File: src/rtl/baud_pkg.sv
package baud_pkg;

    localparam int unsigned DIV_W_DEF      = 8;
    localparam int unsigned RATIO_SLOW_DEF = 64;
    localparam int unsigned RATIO_FAST_DEF = 16;
    localparam int unsigned RATIO_SYNC_DEF = 4;

    // Rate mode as latched by the control stage.
    typedef enum logic [1:0] {
        RATE_ASYNC_SLOW = 2'd0,
        RATE_ASYNC_FAST = 2'd1,
        RATE_SYNC       = 2'd2
    } rate_mode_e;

    // Control bundle shared by both counter stages.
    typedef struct packed {
        logic       restart;
        rate_mode_e mode;
    } rate_ctl_t;

    // The synchronous select dominates; the speed bit counts only when asynchronous.
    function automatic rate_mode_e decode_mode(input logic sync_sel, input logic fast_sel);
        rate_mode_e m;
        if (sync_sel)
            m = RATE_SYNC;
        else if (fast_sel)
            m = RATE_ASYNC_FAST;
        else
            m = RATE_ASYNC_SLOW;
        return m;
    endfunction

    function automatic int unsigned max3(input int unsigned a, input int unsigned b,
                                         input int unsigned c);
        int unsigned r;
        r = (a > b) ? a : b;
        r = (r > c) ? r : c;
        return r;
    endfunction

endpackage

File: src/rtl/baud_ctrl.sv
module baud_ctrl
    import baud_pkg::*;
#(
    parameter int unsigned DIV_W = DIV_W_DEF
) (
    input  logic             clk,
    input  logic             rst,
    input  logic             wr_en,
    input  logic [DIV_W-1:0] wr_data,
    input  logic             sync_sel,
    input  logic             fast_sel,
    input  logic             period_end,
    output logic [DIV_W-1:0] div_q,
    output rate_ctl_t        ctl
);

    rate_mode_e mode_q;

    always_ff @(posedge clk) begin
        if (rst) begin
            div_q  <= '0;
            mode_q <= RATE_ASYNC_SLOW;
        end else begin
            if (wr_en)
                div_q <= wr_data;
            // Mode is taken only at a period boundary or at a restart.
            if (wr_en || period_end)
                mode_q <= decode_mode(sync_sel, fast_sel);
        end
    end

    always_comb begin
        ctl.restart = wr_en;
        ctl.mode    = mode_q;
    end

endmodule

File: src/rtl/baud_prescale.sv
module baud_prescale
    import baud_pkg::*;
#(
    parameter int unsigned PRE_W      = 6,
    parameter int unsigned RATIO_SLOW = RATIO_SLOW_DEF,
    parameter int unsigned RATIO_FAST = RATIO_FAST_DEF,
    parameter int unsigned RATIO_SYNC = RATIO_SYNC_DEF
) (
    input  logic             clk,
    input  logic             rst,
    input  rate_ctl_t        ctl,
    output logic             pulse,
    output logic [PRE_W-1:0] cnt
);

    localparam logic [PRE_W-1:0] LAST_SLOW = PRE_W'(RATIO_SLOW - 1);
    localparam logic [PRE_W-1:0] LAST_FAST = PRE_W'(RATIO_FAST - 1);
    localparam logic [PRE_W-1:0] LAST_SYNC = PRE_W'(RATIO_SYNC - 1);

    logic [PRE_W-1:0] cnt_q;
    logic [PRE_W-1:0] last;

    always_comb begin
        case (ctl.mode)
            RATE_ASYNC_FAST: last = LAST_FAST;
            RATE_SYNC:       last = LAST_SYNC;
            default:         last = LAST_SLOW;
        endcase
    end

    assign pulse = (cnt_q == last);
    assign cnt   = cnt_q;

    always_ff @(posedge clk) begin
        if (rst || ctl.restart)
            cnt_q <= '0;
        else if (pulse)
            cnt_q <= '0;
        else
            cnt_q <= cnt_q + PRE_W'(1);
    end

endmodule

File: src/rtl/baud_period.sv
module baud_period
    import baud_pkg::*;
#(
    parameter int unsigned DIV_W = DIV_W_DEF
) (
    input  logic             clk,
    input  logic             rst,
    input  rate_ctl_t        ctl,
    input  logic             pulse,
    input  logic [DIV_W-1:0] div,
    output logic             period_end,
    output logic [DIV_W-1:0] cnt,
    output logic             tick,
    output logic             sync_en
);

    logic [DIV_W-1:0] cnt_q;
    logic             at_last;
    logic             tick_q;
    logic             sync_q;

    assign at_last    = (cnt_q == div);
    assign period_end = pulse && at_last;
    assign cnt        = cnt_q;
    assign tick       = tick_q;
    assign sync_en    = sync_q;

    always_ff @(posedge clk) begin
        if (rst || ctl.restart) begin
            cnt_q  <= '0;
            tick_q <= 1'b0;
            sync_q <= 1'b0;
        end else begin
            if (pulse)
                cnt_q <= at_last ? '0 : cnt_q + DIV_W'(1);
            tick_q <= period_end;
            // The enable reflects the mode that timed the finished period.
            sync_q <= period_end && (ctl.mode == RATE_SYNC);
        end
    end

endmodule

File: src/rtl/baud_rate_gen.sv
module baud_rate_gen
    import baud_pkg::*;
#(
    parameter int unsigned DIV_W      = DIV_W_DEF,
    parameter int unsigned RATIO_SLOW = RATIO_SLOW_DEF,
    parameter int unsigned RATIO_FAST = RATIO_FAST_DEF,
    parameter int unsigned RATIO_SYNC = RATIO_SYNC_DEF
) (
    input  logic             clk,
    input  logic             rst,
    input  logic             div_we,
    input  logic [DIV_W-1:0] div_wdata,
    input  logic             sync_mode,
    input  logic             fast_mode,
    output logic             baud_tick,
    output logic             sync_clk_en
);

    localparam int unsigned RATIO_MAX = max3(RATIO_SLOW, RATIO_FAST, RATIO_SYNC);
    localparam int unsigned PRE_W     = (RATIO_MAX > 2) ? $clog2(RATIO_MAX) : 1;

    rate_ctl_t        ctl;
    logic [DIV_W-1:0] div_q;
    logic             pre_pulse;
    logic [PRE_W-1:0] pre_cnt;
    logic [DIV_W-1:0] per_cnt;
    logic             period_end;

    baud_ctrl #(
        .DIV_W (DIV_W)
    ) u_ctrl (
        .clk        (clk),
        .rst        (rst),
        .wr_en      (div_we),
        .wr_data    (div_wdata),
        .sync_sel   (sync_mode),
        .fast_sel   (fast_mode),
        .period_end (period_end),
        .div_q      (div_q),
        .ctl        (ctl)
    );

    baud_prescale #(
        .PRE_W      (PRE_W),
        .RATIO_SLOW (RATIO_SLOW),
        .RATIO_FAST (RATIO_FAST),
        .RATIO_SYNC (RATIO_SYNC)
    ) u_pre (
        .clk   (clk),
        .rst   (rst),
        .ctl   (ctl),
        .pulse (pre_pulse),
        .cnt   (pre_cnt)
    );

    baud_period #(
        .DIV_W (DIV_W)
    ) u_per (
        .clk        (clk),
        .rst        (rst),
        .ctl        (ctl),
        .pulse      (pre_pulse),
        .div        (div_q),
        .period_end (period_end),
        .cnt        (per_cnt),
        .tick       (baud_tick),
        .sync_en    (sync_clk_en)
    );

endmodule

File: config.mk
export PLATFORM = sky130hd
export DESIGN_NAME = baud_rate_gen
export DESIGN_NICKNAME = d
export VERILOG_FILES = /design/src/rtl/baud_pkg.sv /design/src/rtl/baud_ctrl.sv /design/src/rtl/baud_prescale.sv /design/src/rtl/baud_period.sv /design/src/rtl/baud_rate_gen.sv
export SDC_FILE = /design/constraint.sdc
export NUM_CORES = 1
export LEC_CHECK = 0
export BUFFER_PORTS_ARGS = -buffer_cell sky130_fd_sc_hd__buf_4
export CORE_UTILIZATION = 45
export DETAILED_ROUTE_END_ITERATION = 12
export SETUP_SLACK_MARGIN = 0.1
export SYNTH_ARGS = -nofsm -noshare
export SYNTH_HDL_FRONTEND = slang
export SYNTH_SLANG_ARGS = --single-unit
File: constraint.sdc
create_clock -name clk -period 2.25 [get_ports clk]
set_input_delay 0.3375 -clock clk [delete_from_list [all_inputs] [get_ports clk]]
set_output_delay 0.3375 -clock clk [all_outputs]
set_load 0.005 [all_outputs]
==> metrics.txt, run 1 <==
outcome finished, final reports clean; Worst R2R Start u_ctrl.mode_q[0]; Slew headroom approximately 66%; drt first pass iters 4; Synth area leader dfxtp_1; Setup TNS Final 0 ns; Total GRT Usage 19.4%; share of the synthesized area in the top cell type between 40 and 50%; skew final roughly 0.0019 ns; CP cell instances inv_1, ha_1, nor3_1, o221a_2, a31oi_2, or3b_1, a21oi_2; Seq cells post-synth 26; Pwr Density about 590 mW/mm^2; Finished Layout Cells around 170; Num CTS Buffers 3; CTS clk-pin slew, worst paths approximately 0.14 ns; slowest library cell on the worst path or3b_1; initial antenna violation count 0; Mapped Cells between 100 and 150; post-synthesis sequential area ratio between 40% and 50%; ANT nets after route 0; CP max FO 6; Pleak a little over 0.6 nW; placed cell count 167; Final Power 0.812 mW; syn nets around 140; share of cells above drive strength 1 roughly a fifth; initial core utilization 48.2%; Root Buffer clkbuf_4; pins over their slew limit 0; Area Growth Syn to Fin 14.4%; fmax roughly 500 MHz; die width ~54 um; CTS tree built; global-route wire length before repair a little under 4000 um; RD Place Congestion between 0.8 and 0.9; Worst Setup Start Kind register; Total Wirelength 2400 um; Mapped Area approximately 0.0012 sq mm; Final Setup Violations 0; num rows 18; Via-to-Cell Ratio around 5.6; initial DRC count 18; critical path arrival 2.25 ns; Die H roughly 54 um; dominant synthesized flop cell dfxtp_1; top cells by area, synth dfxtp_1 43%, mux2i_1 7.5%, xor2_1 7.3%, nor2_1 5.3%, nor4_4 3.5%; worst-case clock buffer depth 2; minimum clock period between 1.5 and 2 ns; largest net degree at the start of global routing 15; final instance area around 0.0014 sq mm; Avg Inst Size Synth roughly 9.6 sq um; critical path's largest stage delay 0.40 ns; Post-synth ARST share 0%; Critical Setup Path Class reg2reg; Nets 158; DRC viols 0; min-delay src div_wdata[1]; n_diodes 0; Max-Cap Viols 0; core area ~0.0025 sq mm; DP HPWL ~1800 um; final core utilization between 50% and 60%; Setup crit end kind register; Post CTS Setup Buffer Count 0; Worst VDD drop a little over 0.4 mV; GRT overflow 0; drt wl/cell approximately 14 um; final-report hold violation count 0; Synth warnings 0; die area roughly 0.0029 sq mm; Slew @ Worst Pin about 0.51 ns; Tcrit/Tclk final between 80% and 90%; Hold-fix buffers, CTS 0; # port buffers 14; worst endpoint required time roughly 2.5 ns; unrepaired setup endpoints after global routing no; Clk Latency, worst-skew pair about 0.32 ns; I/O Pins 15; DP Area ~0.0013 sq mm; synth unique cells 34; H-tree Lvls 1; vias in the first global route 833; EDFF count, synth 0; PostCTS Resize Cnt 0; Hold Crit Class in2reg; CP Launch Point u_ctrl.mode_q[0]; CTS Sinks 26; via count 950
registers in the layout (all words and copies together), names as in the netlist:
register       flops
u_per.cnt          8
u_pre.cnt          6
u_ctrl.div_q       8
u_per.sync_en      1
u_per.tick         1
u_ctrl.mode_q      2
power by group:
group | total [mW] | internal (mW) | switching, mW
sequential | 0.481 | 0.473 | 0.00838
combinational | 0.0919 | 0.0427 | 0.0491
clock | 0.239 | 0.0991 | 0.140
total | 0.812 | 0.614 | 0.197
critical path, delay by kind of cell, from the launching register on:
| family | cells | cell delay [ns] |
|---|---|---|
| AND/OR/NAND/NOR | 2 | 0.65 |
| AO/OA/AOI/OAI | 3 | 0.58 |
| flip-flops | 1 | 0.35 |
| adder cells (fa/ha/maj) | 1 | 0.29 |
| buffers and inverters | 1 | 0.04 |
path summary, 6_finish.rpt:
path	cells past startpoint	to	slack, ns
worst max register to register	7	u_ctrl.mode_q[0]	0.28
worst min register to register	1	u_pre.cnt[0]	0.46
worst max-delay path	7	u_ctrl.mode_q[0]	0.28
worst min-delay path	3	u_ctrl.div_q[1]	0.23
area by class of cell:
| type | count | area, sq um |
|---|---|---|
| Sequential cell | 26 | 520 |
| Timing Repair Buffer | 15 | 113 |
| Inverter | 1 | 3.75 |
| Tap cell | 30 | 37.5 |
| Clock buffer | 4 | 36.3 |
| Multi-Input combinational cell | 95 | 669 |
| Fill cell | 252 | 1120 |
synth_stat cells, drive strengths merged, types with 3 or more instances:
library cell and count:
dfxtp 26, nand2 7, o21ai 6, xor2 10, mux2i 9, nand3 6, nor2 17, a21oi 3
ha 3, a22oi 3, a211oi 3, and3 7
through the flow:
stage               worst slack, ns  hold slack, ns
detailed placement            0.308           0.436
CTS                           0.272           0.225
finish                        0.278           0.235
global placement              0.398           0.420
global route                  0.122           0.220
floorplan                     0.459           0.413
layer usage:
metal  part of all wire (%)  track usage (%)
met1                     50             27.0
met2                     44             27.2
met3                    4.0             5.93
met4                    1.6             7.89
met5                      0                0
placed cells by master, fill, tap and decap left out, drive strengths merged, types with 4 or more instances in the layout:
master,count
dfxtp,26
nor2,17
buf,15
xor2,10
mux2i,9
and3,7
nand2,7
nand3,6
o21ai,6
clkbuf,4
cell families after synthesis:
| logic type | synth area share, % |
|---|---|
| AO/OA/AOI/OAI | 13.3 |
| XOR/XNOR | 8.71 |
| adder cells (fa/ha/maj) | 3.11 |
| buffers and inverters | 1.35 |
| flip-flops | 43.2 |
| multiplexers | 7.47 |
| AND/OR/NAND/NOR | 22.9 |
Power figures use the tool's default switching activity.
==> run 2, diff against run 1 <==
Settings changed: PLACE_DENSITY set to 0.67.
Clock period 2.25 ns to 1.7 ns, I/O delays scaled along.
==> run 2 against run 1 <==
  * Final cell count up 5.8%
  * Hold slack got worse by 0.077 ns
  * Clock skew up 0.0026 ns
  * Routed wire length rose by 12%
  * Critical endpoint unchanged
  * Count of clock-buffer cells in the layout shrank 1
  * Highest routed layer unchanged
  * Register-to-register slack lost 0.27 ns
  * Global-route usage up 1.6 points
  * Power is 31% higher
  * Setup slack lost 0.27 ns
  * First-iteration DRC count decreased by 33%
  * Combinational power increased by 83%
  * Core utilization rose by 8.9 points
==> metrics.txt, run 2 (synthesis gave the netlist of run 1 again) <==
CTS Sinks 26; n_diodes 0; largest net degree at the start of global routing 14; critical path arrival 1.96 ns; DRC viols 0; Nets about 170; outcome finished, final reports clean; Hold-fix buffers, CTS 0; Final Setup Violations 0; via count slightly above 1000; Total Wirelength between 2000 and 3000 um; Clk Latency, worst-skew pair ~0.32 ns; fmax around 590 MHz; Pleak 0.705 nW; Via-to-Cell Ratio between 5 and 6; num rows 18; final-report hold violation count 0; Slew headroom slightly below 80%; unrepaired setup endpoints after global routing yes; Pwr Density around 660 mW/mm^2; CTS clk-pin slew, worst paths 0.13 ns; ANT nets after route 0; Slew @ Worst Pin between 0.3 and 0.4 ns; worst-case clock buffer depth 2; # port buffers 14; Tcrit/Tclk final 99.6%; drt first pass iters 4; Worst Setup Start Kind register; commonest cells after routing, fill and taps aside 26 x buf_4, 21 x dfxtp_1, 17 x nor2_1; H-tree Lvls 1; Area Growth Syn to Fin 32.8%; CP max FO 4; CTS tree built; Die H around 54 um; GRT overflow 0; Root Buffer clkbuf_4; Num CTS Buffers 3; share of cells above drive strength 1 roughly two fifths; # fillers about 210; Hold Path Cell Cnt 3; core area around 0.0025 sq mm; Worst VDD drop approximately 0.52 mV; final core utilization 64.1%; initial DRC count 12; I/O Pins 15; pins over their slew limit 0; worst endpoint required time around 2 ns; RD Place Congestion between 0.8 and 0.9; initial core utilization about 48%; final instance area 0.00160 sq mm; DP Area 0.00144 sq mm; drt wl/cell between 10 and 15 um; minimum clock period around 1.7 ns; initial antenna violation count 0; vias in the first global route 1008; global-route wire length before repair between 4000 and 5000 um; die width approximately 54 um; DP HPWL around 1800 um; die area between 0.002 and 0.003 sq mm; Max-Cap Viols 0; skew final about 0.0045 ns; Critical Setup Path Class reg2reg; Hold Crit Class in2reg; Setup crit end kind register; Total GRT Usage about a fifth; commonest non-fill, non-tap cell in the layout buf_4; Finished Layout Cells approximately 180; worst reg-to-reg path cell count 7; placed cell count about 170
## run 2: repair_timing
action                                 4_1_cts  5_1_grt
gates cloned                                 0        0
buffers inserted                             4        1
pin swaps                                    9        2
endpoints found under the hold margin        0        0
gates resized for setup                     15       12
setup endpoints to repair                    8        9
## run 2: cell type report
type,instances,area (sq um),share of cell area [%]
Clock buffer,3,22.5,1.41
Timing Repair Buffer,26,195,12.2
Tap cell,30,37.5,2.34
Sequential cell,26,527,32.9
Multi-Input combinational cell,95,816,50.9
Inverter,1,3.75,0.234
## run 2: critical path, stage by stage (launching register included)
cell	delay, ns
dfxtp_2	0.36
inv_2	0.04
ha_4	0.26
and3_4	0.18
o221a_4	0.22
a31oi_4	0.09
or3b_4	0.38
a21oi_2	0.11
## run 2: worst paths after layout
check | end | slack [ns] | from
max | u_ctrl.mode_q[0] | 0.007 | u_ctrl.mode_q[0]
min | u_ctrl.div_q[3] | 0.16 | div_wdata[3]
max reg2reg | u_ctrl.mode_q[0] | 0.007 | u_ctrl.mode_q[0]
min reg2reg | u_pre.cnt[0] | 0.46 | u_pre.cnt[0]
## run 2: metrics by stage
stage / power, mW / setup slack [ns] / hold WS [ns] / TNS (ns)
2_1_floorplan: 0.739 / 0.0394 / 0.399 / 0
3_3_place_gp: 0.786 / 0.00678 / 0.427 / 0
3_5_place_dp: 0.791 / -0.0314 / 0.435 / -0.0314
4_1_cts: 1.07 / 0.0125 / 0.150 / 0
5_1_grt: 1.11 / -0.0589 / 0.149 / -0.120
6_report: 1.06 / 0.00741 / 0.158 / 0
## run 2: power by group
group / switching, mW / internal, mW / total, mW
registers: 0.0146 / 0.626 / 0.640
clock network: 0.173 / 0.0832 / 0.256
logic: 0.0852 / 0.0831 / 0.168
## run 2: routing by layer
layer,global-route usage [%],part of all wire [%]
met1,25.3,43
met2,35.2,52
met3,3.11,3.1
met4,11.4,1.9
met5,0,0
